### src/rtl/second_tick_pkg.sv
package second_tick_pkg;
  parameter int unsigned DEF_ACC_W  = 24;
  parameter int unsigned DEF_PRE_W  = 8;
  parameter int unsigned DEF_MID_W  = 8;
  parameter int unsigned DEF_PERIOD = 32'h000F4240;
  localparam int unsigned STROBE_N  = 2;
  typedef enum int unsigned {
    STB_TICK = 0,
    STB_POLL = 1
  } strobe_idx_e;
endpackage

### src/rtl/tick_prescaler.sv
module tick_prescaler #(
  parameter int unsigned PRE_W = 8
) (
  input  logic clk_i,
  input  logic rst_ni,
  input  logic en_i,
  output logic step_o
);
  logic [PRE_W-1:0] cnt_q;

  // free-running: only reset clears it, so no counts are lost between steps
  always_ff @(posedge clk_i or negedge rst_ni) begin
    if (!rst_ni)   cnt_q <= '0;
    else if (en_i) cnt_q <= cnt_q + PRE_W'(1);
  end

  assign step_o = en_i & (&cnt_q);
endmodule

### src/rtl/tick_accum.sv
module tick_accum #(
  parameter int unsigned ACC_W  = 24,
  parameter int unsigned PRE_W  = 8,
  parameter int unsigned MID_W  = 8,
  parameter int unsigned PERIOD = 32'h000F4240
) (
  input  logic             clk_i,
  input  logic             rst_ni,
  input  logic             step_i,
  output logic             hit_o,
  output logic             mid_zero_o,
  output logic [ACC_W-1:0] acc_o
);
  localparam int unsigned HI_W = ACC_W - PRE_W - MID_W;
  localparam int unsigned UP_W = ACC_W - PRE_W;
  localparam logic [ACC_W-1:0] K    = ACC_W'(PERIOD);
  localparam logic [PRE_W-1:0] K_LO = K[PRE_W-1:0];
  localparam logic [UP_W-1:0]  K_UP = K[ACC_W-1:PRE_W];

  logic [HI_W-1:0]  hi_q,  hi_dec;
  logic [MID_W-1:0] mid_q, mid_dec;
  logic [PRE_W-1:0] lo_q,  lo_sum;
  logic             lo_cy;
  logic [UP_W-1:0]  up_reload;

  always_comb begin
    mid_dec = mid_q - MID_W'(1);
    hi_dec  = (mid_q == '0) ? hi_q - HI_W'(1) : hi_q;   // borrow
    {lo_cy, lo_sum} = {1'b0, lo_q} + {1'b0, K_LO};
    up_reload = K_UP + UP_W'(lo_cy);
  end

  assign hit_o      = step_i && (hi_dec == '0) && (mid_dec == '0);
  assign mid_zero_o = step_i && (mid_dec == '0);

  always_ff @(posedge clk_i or negedge rst_ni) begin
    if (!rst_ni) begin
      hi_q  <= '0;
      mid_q <= MID_W'(1);
      lo_q  <= '0;
    end else if (hit_o) begin
      {hi_q, mid_q} <= up_reload;
      lo_q          <= lo_sum;       // remainder kept
    end else if (step_i) begin
      hi_q  <= hi_dec;
      mid_q <= mid_dec;
    end
  end

  assign acc_o = {hi_q, mid_q, lo_q};
endmodule

### src/rtl/tick_strobe_reg.sv
module tick_strobe_reg #(
  parameter int unsigned N = 2
) (
  input  logic         clk_i,
  input  logic         rst_ni,
  input  logic [N-1:0] d_i,
  output logic [N-1:0] q_o
);
  for (genvar g = 0; g < N; g++) begin : g_stb
    logic q_q;
    always_ff @(posedge clk_i or negedge rst_ni) begin
      if (!rst_ni) q_q <= 1'b0;
      else         q_q <= d_i[g];
    end
    assign q_o[g] = q_q;
  end
endmodule

### src/rtl/second_tick_gen.sv
module second_tick_gen
  import second_tick_pkg::*;
#(
  parameter int unsigned PERIOD = DEF_PERIOD,
  parameter int unsigned ACC_W  = DEF_ACC_W,
  parameter int unsigned PRE_W  = DEF_PRE_W,
  parameter int unsigned MID_W  = DEF_MID_W
) (
  input  logic clk_i,
  input  logic rst_ni,
  input  logic en_i,
  output logic tick_o,
  output logic poll_o
);
  logic             step_w;
  logic             hit_w;
  logic             mid_zero_w;
  logic [ACC_W-1:0] acc_w;
  logic [STROBE_N-1:0] stb_d, stb_q;

  tick_prescaler #(.PRE_W(PRE_W)) u_pre (
    .clk_i  (clk_i),
    .rst_ni (rst_ni),
    .en_i   (en_i),
    .step_o (step_w)
  );

  tick_accum #(
    .ACC_W(ACC_W), .PRE_W(PRE_W), .MID_W(MID_W), .PERIOD(PERIOD)
  ) u_acc (
    .clk_i      (clk_i),
    .rst_ni     (rst_ni),
    .step_i     (step_w),
    .hit_o      (hit_w),
    .mid_zero_o (mid_zero_w),
    .acc_o      (acc_w)
  );

  always_comb begin
    stb_d           = '0;
    stb_d[STB_TICK] = hit_w;
    stb_d[STB_POLL] = mid_zero_w;
  end

  tick_strobe_reg #(.N(STROBE_N)) u_stb (
    .clk_i  (clk_i),
    .rst_ni (rst_ni),
    .d_i    (stb_d),
    .q_o    (stb_q)
  );

  assign tick_o = stb_q[STB_TICK];
  assign poll_o = stb_q[STB_POLL];
endmodule

### config.mk
export PLATFORM = sky130hd
export DESIGN_NAME = second_tick_gen
export DESIGN_NICKNAME = d
export VERILOG_FILES = /design/src/rtl/second_tick_pkg.sv /design/src/rtl/tick_prescaler.sv /design/src/rtl/tick_accum.sv /design/src/rtl/tick_strobe_reg.sv /design/src/rtl/second_tick_gen.sv
export SDC_FILE = /design/constraint.sdc
export NUM_CORES = 1
export LEC_CHECK = 0
export ABC_AREA = 1
export BUFFER_PORTS_ARGS = -buffer_cell sky130_fd_sc_hd__buf_2
export CELL_PAD_IN_SITES_DETAIL_PLACEMENT = 1
export CELL_PAD_IN_SITES_GLOBAL_PLACEMENT = 1
export CORE_MARGIN = 2
export CORE_UTILIZATION = 24
export CTS_BUF_LIST = sky130_fd_sc_hd__clkbuf_4
export DETAILED_ROUTE_END_ITERATION = 8
export PLACE_DENSITY = 0.51
export SKIP_LAST_GASP = 1
export SLEW_MARGIN = 20
export SYNTH_ARGS = -nofsm -noshare
export SYNTH_HDL_FRONTEND = slang
export SYNTH_SLANG_ARGS = --single-unit
### constraint.sdc
create_clock -name clk_i -period 3.25 [get_ports clk_i]
set_clock_uncertainty 0.1 [all_clocks]
set_input_delay 0.325 -clock clk_i [delete_from_list [all_inputs] [get_ports clk_i]]
set_output_delay 0.325 -clock clk_i [all_outputs]
set_load 0.01 [all_outputs]
# --- Word-level counts from Yosys, hierarchy flattened ---
# Index checks and enable logic that the tools add are counted.
op_classes:
  addsub: 5
  muxes: 5
  bitwise: 1
  n_reduce_logical: 8
ops:
  columns: ["cell", "count"]
  rows:
  - ["8-bit two-way mux", 5]
  - ["8-bit logical NOT", 3]
  - ["8-bit by 1-bit subtractor with 8-bit output, second input constant", 2]
  - ["12-bit by 1-bit adder with 13-bit output, first input constant", 1]
  - ["8-bit by 7-bit adder with 9-bit output, second input constant", 1]
  - ["8-bit by 1-bit adder with 8-bit output, second input constant", 1]
  - ["8-bit AND reduction", 1]
  - ["1-bit logical AND", 3]
  - ["2-bit nonzero test", 1]
  - ["1-bit AND", 1]
totals:
  regBits: 34
  input_bits: 3
  out_inout_bits: 2
  wordCells: 25

# --- Logic depth before layout (Yosys ltp) ---
# Gate-level depths: netlist (run 1).
depth:
  ltp_word: 6
  mapped_depth: 16
  ltp_nobuf: 16

# --- Modules after synthesis ---
# Synthesis (run 1) repeated with hierarchy kept, for this count alone.
unflattened:
  hier_cells: 233
  area_unflattened_um2: 1790.5
modules_own_cells:
  columns: ["module", "n_inst", "cells_per_inst", "area_per_inst_um2", "seq_area_each_um2"]
  rows:
  - ["tick_accum", 1, 186, 1332.5, 451.7]
  - ["tick_prescaler", 1, 43, 392.9, 200.2]
  - ["tick_strobe_reg", 1, 4, 65.1, 50.0]

# --- Worst setup path after synthesis (run 1) ---
# OpenSTA, ideal clock, no wires.
synth_path:
  path_type: "reg-to-reg"
  start: "register u_acc.mid_q[0]"
  end: "register u_acc.mid_q[0]"
  setup_ns: 0.076
  t_arrival_ns: 1.758
  required_time_ns: 3.074
  setup_slack_ns: 1.316
  path_stages_with_launch: 15
  n_path_buf: 0
  synth_period_minus_slack_ns: 1.934
  path_cell_list: "dfstp_2 inv_1 ha_1 nand2_1 nand2_1 nor2_1 nand3_1 nor2_1 nand3_1 nor2_2 nand2_4 nand2_2 nand2_1 nand2_1 nand2_1"
synth_between:
  elab_chain_len: 6
  elab_cells_between_ends: 10
  classes_between: "1 x add/sub; 3 x mux; 6 x reduce/logical"
synth_rtl:
  columns: ["element", "line", "source"]
  rows:
  - ["from (decl)", "tick_accum.sv:21", "logic [MID_W-1:0] mid_q, mid_dec;"]
  - ["from (signal assigned)", "tick_accum.sv:42", "{hi_q, mid_q} <= up_reload;"]
  - ["from (signal assigned)", "tick_accum.sv:46", "mid_q <= mid_dec;"]
  - ["parallel branches: the longest is 6 deep, another holds 8-bit by 1-bit subtractor with 8-bit output", null, null]
# Several ways; the timed one is not identified. The select of a mux whose other input is x is not followed.
# A chain may end at the register's enable or synchronous reset.

# --- Worst setup path in the final report (run 1) ---
# Ends and elaborated chain as after synthesis.

==> results of run 1 <==
## power groups by stage
stage               clock, mW  combinational [mW]  sequential (mW)
floorplan                   0              0.0960            0.439
global placement            0               0.123            0.448
detailed placement          0               0.125            0.448
CTS                     0.179               0.126            0.442
global route            0.188               0.148            0.451
finish                  0.166               0.123            0.440
## registers in the layout, indices dropped and copies added (netlist names)
name / count
u_acc.hi_q: 8
u_acc.mid_q: 8
u_pre.cnt_q: 8
u_acc.lo_q: 2
u_stb.g_stb.q_q: 2
## layout by cell type (no fill, tap or decap), drive strengths merged
cell type	count
nand4	2
nor3	1
a22oi	2
nor2	31
a31oi	3
o21ai	17
ha	5
inv	27
xor2	5
xnor2	4
clkbuf	4
dfstp	1
clkinv	1
buf	4
a21oi	3
nand2	67
or2	1
nand3	11
dlygate4sd3	1
dfrtp	27
## how the worst max path moves through the flow
stage	from	to	slack [ns]	cells after the start
after global routing	u_acc.mid_q[0]$_DFFE_PN1P_	u_acc.mid_q[0]$_DFFE_PN1P_	0.67	16
final	u_acc.mid_q[0]$_DFFE_PN1P_	u_acc.mid_q[0]$_DFFE_PN1P_	0.98	16
after detailed placement	u_acc.mid_q[0]$_DFFE_PN1P_	u_acc.mid_q[0]$_DFFE_PN1P_	0.95	16
after floorplan	u_acc.mid_q[0]$_DFFE_PN1P_	u_acc.mid_q[0]$_DFFE_PN1P_	1.32	14
after CTS	u_acc.mid_q[0]$_DFFE_PN1P_	u_acc.mid_q[0]$_DFFE_PN1P_	0.93	16
after global placement	u_acc.mid_q[0]$_DFFE_PN1P_	u_acc.mid_q[0]$_DFFE_PN1P_	1.0	16
## cell type report
| type | instances | area share |
|---|---|---|
| Multi-Input combinational cell | 152 | 0.450 |
| Sequential cell | 28 | 0.401 |
| Inverter | 28 | 0.0600 |
| Tap cell | 77 | 0.0550 |
| Clock buffer | 4 | 0.0171 |
| Timing Repair Buffer | 5 | 0.0171 |
## cell usage after synthesis (2+ instances only)
master	number	share of area
a31oi_1	3	0.012
xnor2_1	4	0.022
nor2_2	4	0.016
xor2_1	5	0.027
nand2_1	63	0.15
nand3_1	9	0.028
dfrtp_1	27	0.42
inv_1	26	0.061
a21oi_1	3	0.0094
nand4_1	2	0.0078
nor2_1	25	0.058
nand2_2	3	0.012
ha_1	5	0.039
o21ai_0	16	0.050
a22oi_1	2	0.0094
## per-layer routing
layer  part of all wire  up-vias
met4             0.0083        0
met2               0.46        3
met5                  0        -
met1               0.52      586
li1                   -      674
met3              0.013        2
## critical path, delay by kind of cell, from the launching register on
family / cells / cell delay, ns
DFF: 1 / 0.57
buffers and inverters: 1 / 0.08
adders and majority gates: 1 / 0.26
and+or+nand+nor: 14 / 1.19
## per-stage QoR
stage / instance area [sq um] / setup WS (ns) / power, mW
after floorplan: 1610 / 1.32 / 0.535
after global placement: 1710 / 0.997 / 0.570
after detailed placement: 1710 / 0.954 / 0.573
after CTS: 1750 / 0.933 / 0.747
after global routing: 1750 / 0.669 / 0.788
final: 1750 / 0.977 / 0.729
## cell families after synthesis
group / after synthesis / share of synthesized area
and+or+nand+nor: 113 / 0.320
buffers and inverters: 30 / 0.0717
DFF: 28 / 0.437
AOI/OAI and AO/OA: 25 / 0.0834
xor gates and xnor gates: 9 / 0.0491
adders and majority gates: 5 / 0.0390
==> out/results.ini, run 1 <==
[status]
status=complete, no violations

[drt]
detail_route.iter0.violations=27
route.vias.total=1265
routed_wl_per_cell_microns=12.8
route.final.wire_length_mm=3.75
drt.antenna.violating_nets=0
drt_pre_antenna_iters=4
post_drt_via_cell_ratio=4.30
route.detailed.drc=0

[timing]
unrepaired_setup_endpoints_after_global_routing=false
report.final.slew_viol_count=0
timing.slew.headroom=0.535
fin_setup_tns_ns=0
period_minus_slack_ns=2.27
tightestPinTransition_ns=0.693
final.hold.worst_slack_ns=0.116
min_period_over_period=0.699
fmax_mhz=440
final-setup-viol-count=0
hold_viol=0

[clock_tree]
clock_sink_count=28
cts.root.buffer_cell=clkbuf_4
cts_made_buffers=3
clk_pin_slew_ns=0.16
tritoncts_clock_tree=built
post-cts-setup-buffer-count=0
insertion_delay_ns=0.33
cts_hold_buf=1
htreeDepth=1
post_cts.resized_instances=0
clk_path_buf_depth=2

[power]
power_frac_clock=0.228
share_of_total_power_in_combinational_logic=0.168
power_leakage_nw=0.854
vdd.ir_drop.worst_mv=0.151
p_seq_frac=0.604
power_switching_share=0.307
power.switching_uw=224
power_density_mw_per_mm2=416
intPower_uw=505

[global_routing]
groute.usage.overall=0.116
number_of_global_route_vias_before_repair=1384
grt_antenna_before_repair=0
global_route_wire_length_before_repair_mm=6.78
global_route.usage.met2=0.193
grt_max_degree=29
grt_remaining_overflow=0
grt.met1_usage=0.158
grt.busiest_layer=met2
grt_util_met3=0.0125

[finish]
area_taken_by_multi_input_logic_gates_sq_um=788
share_of_post_route_cells_with_drive_strength_above_1=0.101
finish.cell_count_without_fillers=294
filler_cell_count=784
ff_latch_area_sq_um=702
fin_nets=226
layout_stage_area_growth_over_the_synthesis_result_pct=9.12
postLayoutCoreUtil=0.273
n_antenna_cell=0

[floorplan]
floorplan.die_area_sq_mm=0.00736
fp.dieW_microns=85.8
io_pins=5
dieHeight_microns=85.8
start_util=0.250
core_area_sq_mm=0.00642
placement_rows=29

[setup_path]
worstSetupStartpointType=flip-flop
worst_path_max_delay_cell=dfstp_2
crit_fanout=10
worst-endpoint-arrival_ns=2.45
worst_path_cell_chain=inv_1, ha_1, nand2_1, nor2_1, nand2_1, nand2_1, nand2_1, nand2_1, nor2_1, nand2_1, nor2_4, nand2_4, nand2_2, nand2_1, nand2_1, nand2_1
crit_path_frequent_cell=nand2_1
rr_worst_depth=16
rrSetupSlack_ns=0.98
timing.rr.start=u_acc.mid_q[0]$_DFFE_PN1P_
critical_path_class=flip-flop to flip-flop
critPathCaptureType=flip-flop
reg2reg_to=u_acc.mid_q[0]$_DFFE_PN1P_
worst-endpoint-required_ns=3.43
slowest_delay_ns=0.57

[placed_design]
place_congestion=0.737
dp.final_hpwl_mm=2.83
io_buffer_count=4
placed_cells=289

[synth]
distinct_cells_synth=28
postSynthNetCount=218
ys_async_sr_fraction=1.00
post_synth_inst_count=210
ys_seq_area_frac=0.437
most_common_flop_cell_mapped_by_yosys=dfrtp_1
synth-edff-count=0
ys_ff_latch=28
synthesis.area_per_instance_sq_um=7.64
yosysWarningCount=0
mapped_area_sq_mm=0.00161

[hold_path]
worstHoldPathCells=2
hold_start=en_i
hold-path-endpoint=u_pre.cnt_q[0]$_DFFE_PN0P_
worstHoldPathType=input port to flip-flop

[job]
maxCapViolCount=0

Power figures use the tool's default switching activity.
==> run 2, diff against run 1 <==
==> constraint.sdc (replaced) <==
create_clock -name clk_i -period 2.1 [get_ports clk_i]
set_clock_uncertainty 0.1 [all_clocks]
set_input_delay 0.21 -clock clk_i [delete_from_list [all_inputs] [get_ports clk_i]]
set_output_delay 0.21 -clock clk_i [all_outputs]
set_load 0.01 [all_outputs]
==> run 2 against run 1 <==
Critical path type unchanged. Power is 55% higher. Highest routed layer unchanged. Maximum frequency is 13% higher. Routed wire length up 4.6%. Die area stayed put. Flip-flop and latch count is the same. Setup slack worse by 0.88 ns.
==> out/results.ini, run 2 (synthesized netlist as in run 1, its figures left out) <==
[drt]
route.detailed.drc=0  ; unchanged
route.final.wire_length_mm=3.93  ; +4.6%
route.vias.total=1327  ; +4.9%
drt.antenna.violating_nets=0  ; unchanged
post_drt_via_cell_ratio=4.29  ; -0.19%
detail_route.iter0.violations=33  ; +22%
routed_wl_per_cell_microns=12.7  ; -0.47%
drt_pre_antenna_iters=4  ; unchanged

[finish]
share_of_post_route_cells_with_drive_strength_above_1=0.250  ; +0.149
fin_nets=241  ; +6.6%
finish.cell_count_without_fillers=309  ; +5.1%
layout_stage_area_growth_over_the_synthesis_result_pct=22.5
filler_cell_count=782  ; -0.26%
n_antenna_cell=0  ; unchanged
commonest_cells_after_routing_fill_and_taps_aside=nand2_1 (53), dfrtp_1 (26), inv_1 (23), nor2_1 (20), o21ai_0 (14)
most_common_cell_after_layout_fill_and_taps_aside=nand2_1
reg_top3=u_acc.hi_q: 8 flops, u_acc.mid_q: 8 flops, u_pre.cnt_q: 8 flops

[timing]
period_minus_slack_ns=2.01  ; -0.268 ns
tightestPinTransition_ns=0.666  ; -0.0274 ns
final-setup-viol-count=0  ; unchanged
min_period_over_period=0.955  ; +0.256
report.final.slew_viol_count=0  ; unchanged
fmax_mhz=499  ; +13%
hold_viol=0  ; unchanged
unrepaired_setup_endpoints_after_global_routing=true
postLayoutSetupSlackWorst_ns=0.0944  ; -0.882 ns
timing.slew.headroom=0.556  ; +0.0212

[global_routing]
global_route_wire_length_before_repair_mm=6.76  ; -0.30%
groute.usage.overall=0.117  ; +0.00144
grt_remaining_overflow=0  ; unchanged
number_of_global_route_vias_before_repair=1378  ; -0.43%
grt_max_degree=29  ; unchanged
grt_antenna_before_repair=0  ; unchanged

[clock_tree]
tritoncts_clock_tree=built
clk_pin_slew_ns=0.17  ; about the same
htreeDepth=1  ; unchanged
clk_path_buf_depth=2  ; unchanged
clock_sink_count=28  ; unchanged
insertion_delay_ns=0.34  ; about the same
cts_made_buffers=3  ; unchanged
cts.root.buffer_cell=clkbuf_4

[floorplan]
floorplan.die_area_sq_mm=0.00736  ; unchanged
placement_rows=29  ; unchanged
start_util=0.250  ; unchanged
core_area_sq_mm=0.00642  ; unchanged
io_pins=5  ; unchanged
fp.dieW_microns=85.8  ; unchanged
dieHeight_microns=85.8  ; unchanged

[power]
power_density_mw_per_mm2=575  ; +38%
fin_total_pwr_mw=1.13  ; +55%
power_leakage_nw=0.958  ; +12%
vdd.ir_drop.worst_mv=0.193  ; +28%

[setup_path]
rr_worst_depth=14  ; -2
endpoint=u_acc.mid_q[0]$_DFFE_PN1P_
critical_path_class=flip-flop to flip-flop
worst-endpoint-arrival_ns=2.21  ; -0.24 ns
worst-endpoint-required_ns=2.30  ; -1.13 ns
critPathCaptureType=flip-flop
reg2reg_to=u_acc.mid_q[0]$_DFFE_PN1P_
crit_fanout=5  ; -5
worstSetupStartpointType=flip-flop
rrSetupSlack_ns=0.09  ; -0.88 ns
timing.rr.start=u_acc.mid_q[0]$_DFFE_PN1P_
startpoint=u_acc.mid_q[0]$_DFFE_PN1P_

[placed_design]
dp.final_hpwl_mm=2.77  ; -2.2%
placed_cells=297  ; +2.8%
io_buffer_count=4  ; unchanged
pre_cts_ws_ns=-0.0977  ; -1.05 ns
place_congestion=0.730  ; -1.1%

[job]
maxCapViolCount=0  ; unchanged

[status]
status=complete, no violations

[hold_path]
worstHoldPathType=input port to asynchronous set/reset pin

[run 2: cell types whose count changed in the layout (fill, tap and decap cells not counted), moves of 2 or more]
cell / delta
o21ai_0: -2
nor2_1: -5
nand2_4: +3
ha_1: -2
nor2_4: +3
nand2_1: -10
nand2_2: +7
buf_4: +12
nor2_2: +3
inv_2: +3
inv_1: -3
[run 2: worst min-delay path by stage]
stage,from,end,slack [ns]
after floorplan,rst_ni,u_acc.hi_q[0]$_DFFE_PN0P_,-0.19
after global routing,rst_ni,u_acc.hi_q[7]$_DFFE_PN0P_,0.36
after detailed placement,rst_ni,u_pre.cnt_q[2]$_DFFE_PN0P_,0.21
after global placement,rst_ni,u_pre.cnt_q[3]$_DFFE_PN0P_,0.20
after CTS,rst_ni,u_acc.hi_q[6]$_DFFE_PN0P_,0.34
final,rst_ni,u_acc.hi_q[7]$_DFFE_PN0P_,0.32
[run 2: power by group]
part / switching, mW / internal, mW
Sequential: 0.0656 / 0.618
Clock: 0.175 / 0.0698
Combinational: 0.118 / 0.0841
Total: 0.358 / 0.772
[run 2: cell type report]
class / count / area (sq um) / area share
Clock buffer: 3 / 22.5 / 0.0115
Clock inverter: 1 / 3.75 / 0.00191
Inverter: 28 / 105 / 0.0534
Multi-Input combinational cell: 154 / 906 / 0.461
Sequential cell: 28 / 703 / 0.358
Tap cell: 77 / 96.3 / 0.0490
Timing Repair Buffer: 18 / 130 / 0.0662
[run 2: metrics by stage]
step,utilization,area (sq um),setup TNS [ns],hold WS [ns]
global route,0.306,1970,-0.255,0.356
finish,0.306,1970,0,0.317
CTS,0.290,1860,0,0.339
detailed placement,0.276,1770,-0.497,0.207
global placement,0.276,1770,-0.248,0.204
floorplan,-,1610,0,-0.186
[run 2: critical path, cell delays in order (launching register included)]
cell     delay (ns)
dfstp_2        0.57
inv_2          0.05
ha_4           0.19
nand2_4        0.09
nand2_2        0.06
nor2_1         0.08
nand3_1        0.10
nor2_2         0.14
nand3_2        0.11
nor2_4         0.17
nand2_4        0.10
nand2_2        0.07
nand2_1        0.04
nand2_1        0.05
nand2_1        0.04
[run 2: routing by layer]
layer  wire, microns  global-route usage
met5               0                   0
met4              29              0.0390
met3              41              0.0173
met2            1910               0.197
met1            1940               0.155
[run 2: timing repair]
| action | CTS | global route |
|---|---|---|
| hold buffers | 2 | 0 |
| resized for setup | 7 | 26 |
| pin swaps | 7 | 15 |
| buffers inserted | 1 | 3 |
| cloned | 1 | 1 |
| setup endpoints to repair | 9 | 10 |
| endpoints found under the hold margin | 28 | 0 |
==> run 3, diff against run 2 <==
--- a/config.mk
+++ b/config.mk
@@ -6,16 +6,15 @@
 export NUM_CORES = 1
 export LEC_CHECK = 0
 export ABC_AREA = 1
-export BUFFER_PORTS_ARGS = -buffer_cell sky130_fd_sc_hd__buf_2
 export CELL_PAD_IN_SITES_DETAIL_PLACEMENT = 1
 export CELL_PAD_IN_SITES_GLOBAL_PLACEMENT = 1
 export CORE_MARGIN = 2
 export CORE_UTILIZATION = 24
 export CTS_BUF_LIST = sky130_fd_sc_hd__clkbuf_4
 export DETAILED_ROUTE_END_ITERATION = 8
-export PLACE_DENSITY = 0.51
+export DONT_BUFFER_PORTS = 1
+export PLACE_DENSITY = 0.5
 export SKIP_LAST_GASP = 1
-export SLEW_MARGIN = 20
 export SYNTH_ARGS = -nofsm -noshare
 export SYNTH_HDL_FRONTEND = slang
 export SYNTH_SLANG_ARGS = --single-unit
==> run 3 against run 2 <==
Combinational power about the same. Final cell count is 0.97% lower. Setup slack got worse by 0.032 ns. Highest routed layer unchanged. Largest power group unchanged. Critical path depth shrank 2. Sequential power about the same. Hold slack worse by 0.27 ns. Non-clock buffer count down 3. Core utilization rose by 0.19 points.
==> out/results.ini, run 3 (synthesized netlist as in run 1, its figures left out) <==
[floorplan]
placement_rows=29  ; unchanged
start_util=0.250  ; unchanged
io_pins=5  ; unchanged
dieHeight_microns=85.8  ; unchanged
floorplan.die_area_sq_mm=0.00736  ; unchanged
core_area_sq_mm=0.00642  ; unchanged
fp.dieW_microns=85.8  ; unchanged

[drt]
route.detailed.drc=0  ; unchanged
drt_pre_antenna_iters=4  ; unchanged
detail_route.iter0.violations=37  ; +12%
drt.antenna.violating_nets=0  ; unchanged
post_drt_via_cell_ratio=4.46  ; +3.9%
routed_wl_per_cell_microns=13.3  ; +4.8%
route.vias.total=1365  ; +2.9%
route.final.wire_length_mm=4.07  ; +3.7%

[setup_path]
rrSetupSlack_ns=0.06  ; -0.03 ns
rr_worst_depth=12  ; -2
worst_path_cell_chain=nor2_2, nand2_4, o21ai_0, nand2_1, nor2_1, nand3_2, nor2_4, nand2_4, nand2_2, nand2_1, nand2_1, nand2_1
critPathCaptureType=flip-flop
reg2reg_to=u_acc.mid_q[0]$_DFFE_PN1P_
timing.rr.start=u_acc.mid_q[2]$_DFFE_PN0P_
critPathTopFamily=simple AND/OR/NAND/NOR gates
worst-endpoint-required_ns=2.30  ; about the same
slowest_delay_ns=0.48  ; -0.09 ns
crit_fanout=5  ; unchanged
critical_path_class=flip-flop to flip-flop
worst-path-buf-inv=0  ; -1
worst-endpoint-arrival_ns=2.24  ; +0.03 ns
worst_path_max_delay_cell=dfrtp_1
crit_path_frequent_cell=nand2_1
worstSetupStartpointType=flip-flop

[power]
vdd.ir_drop.worst_mv=0.350  ; +81%
power_leakage_nw=0.951  ; -0.77%
power_density_mw_per_mm2=636  ; +11%

[global_routing]
grt_max_degree=29  ; unchanged
number_of_global_route_vias_before_repair=1457  ; +5.7%
groute.usage.overall=0.120  ; +0.00252
grt_antenna_before_repair=0  ; unchanged
global_route_wire_length_before_repair_mm=6.91  ; +2.3%
grt_remaining_overflow=0  ; unchanged

[status]
status=complete, no violations

[finish]
commonest_cells_after_routing_fill_and_taps_aside=nand2_1 (59), dfrtp_1 (26), inv_1 (23), nor2_1 (19), o21ai_0 (14)
share_of_post_route_cells_with_drive_strength_above_1=0.218  ; -0.0317
reg_top3=u_acc.hi_q: 8 flops, u_acc.mid_q: 8 flops, u_pre.cnt_q: 8 flops
layout_stage_area_growth_over_the_synthesis_result_pct=23.3
fin_nets=238  ; -1.2%
most_common_cell_after_layout_fill_and_taps_aside=nand2_1
n_antenna_cell=0  ; unchanged

[hold_path]
worstHoldPathCells=4
hold-path-endpoint=u_pre.cnt_q[7]$_DFFE_PN0P_
worstHoldPathType=input port to flip-flop
hold_start=en_i

[clock_tree]
clk_pin_slew_ns=0.17  ; about the same
clock_sink_count=28  ; unchanged
htreeDepth=1  ; unchanged
insertion_delay_ns=0.34  ; about the same
cts.root.buffer_cell=clkbuf_4
cts_made_buffers=3  ; unchanged
clk_path_buf_depth=2  ; unchanged
tritoncts_clock_tree=built

[timing]
fmax_mhz=491  ; -1.6%
fin_setup_tns_ns=0  ; unchanged
unrepaired_setup_endpoints_after_global_routing=true
timing.slew.headroom=0.699  ; +0.143
period_minus_slack_ns=2.04  ; +0.0325 ns
hold_viol=0  ; unchanged
report.final.slew_viol_count=0  ; unchanged
final-setup-viol-count=0  ; unchanged
min_period_over_period=0.970  ; +0.0155
postLayoutSetupSlackWorst_ns=0.0620  ; -0.0325 ns
tightestPinTransition_ns=0.448  ; -0.218 ns

[placed_design]
dp.final_hpwl_mm=2.92  ; +5.5%
pre_cts_ws_ns=-0.0840  ; +0.0138 ns
place_congestion=0.765  ; +4.8%
io_buffer_count=0  ; -4

[job]
maxCapViolCount=0  ; unchanged

-- run 3: cell types whose count changed in the layout (fill, tap and decap cells not counted), sizes merged --
cell	change
clkinv	-1
buf	-3
bufinv	+1
-- run 3: cell type report --
cell class | count | area, sq um
clock inverter | 1 | 30.0
multi-input combinational | 154 | 876
tap | 77 | 96.3
clock buffer | 3 | 22.5
sequential | 28 | 703
timing repair buffer | 15 | 146
inverter | 28 | 105
fill | 763 | 4440
-- run 3: report_power, final --
group	internal (mW)	total, mW	switching, mW	leakage, nW
combinational	0.0876	0.205	0.117	0.609
clock	0.193	0.371	0.178	0.0279
sequential	0.618	0.683	0.0649	0.314
-- run 3: per-layer routing --
layer / global-route usage / wire (microns) / share of wire / up-vias
li1: - / - / - / 696
met1: 0.165 / 2070 / 0.51 / 665
met2: 0.194 / 1930 / 0.47 / 2
met3: 0.0173 / 40 / 0.0098 / 2
met4: 0.0390 / 32 / 0.0079 / 0
met5: 0 / 0 / 0 / -
-- run 3: worst max path at each step --
stage / startpoint / to / slack [ns] / cells past startpoint
after global placement: u_acc.mid_q[0]$_DFFE_PN1P_ / u_acc.hi_q[1]$_DFFE_PN0P_ / -0.11 / 11
after CTS: u_acc.mid_q[0]$_DFFE_PN1P_ / u_acc.mid_q[0]$_DFFE_PN1P_ / 0.0007 / 14
after floorplan: u_acc.mid_q[0]$_DFFE_PN1P_ / u_acc.mid_q[0]$_DFFE_PN1P_ / 0.17 / 14
final: u_acc.mid_q[2]$_DFFE_PN0P_ / u_acc.mid_q[0]$_DFFE_PN1P_ / 0.06 / 12
after global routing: u_acc.mid_q[4]$_DFFE_PN0P_ / u_acc.mid_q[0]$_DFFE_PN1P_ / -0.09 / 14
after detailed placement: u_acc.mid_q[0]$_DFFE_PN1P_ / u_acc.mid_q[0]$_DFFE_PN1P_ / -0.08 / 14
-- run 3: what timing repair did --
action,CTS,global route
pin swaps,6,15
gates resized for setup,10,16
setup endpoints to repair,10,10
cloned,1,1
hold buffers,3,0
setup buffers,1,3
hold endpoints to repair,31,0
-- run 3: through the flow --
stage	cells	hold WS, ns	instance area (sq um)	util	total power [mW]
after floorplan	210	-0.186	1610	-	0.829
after global placement	293	-0.185	1760	0.275	0.875
after detailed placement	293	-0.185	1760	0.275	0.876
after CTS	302	0.0346	1900	0.296	1.28
after global routing	306	0.0389	1980	0.308	1.35
final	306	0.0452	1980	0.308	1.26
-- run 3: worst min-delay path, cell delays in order --
cell and delay, ns:
nand2_1 0.04, nor3_1 0.08, nand2_1 0.08, xnor2_1 0.06
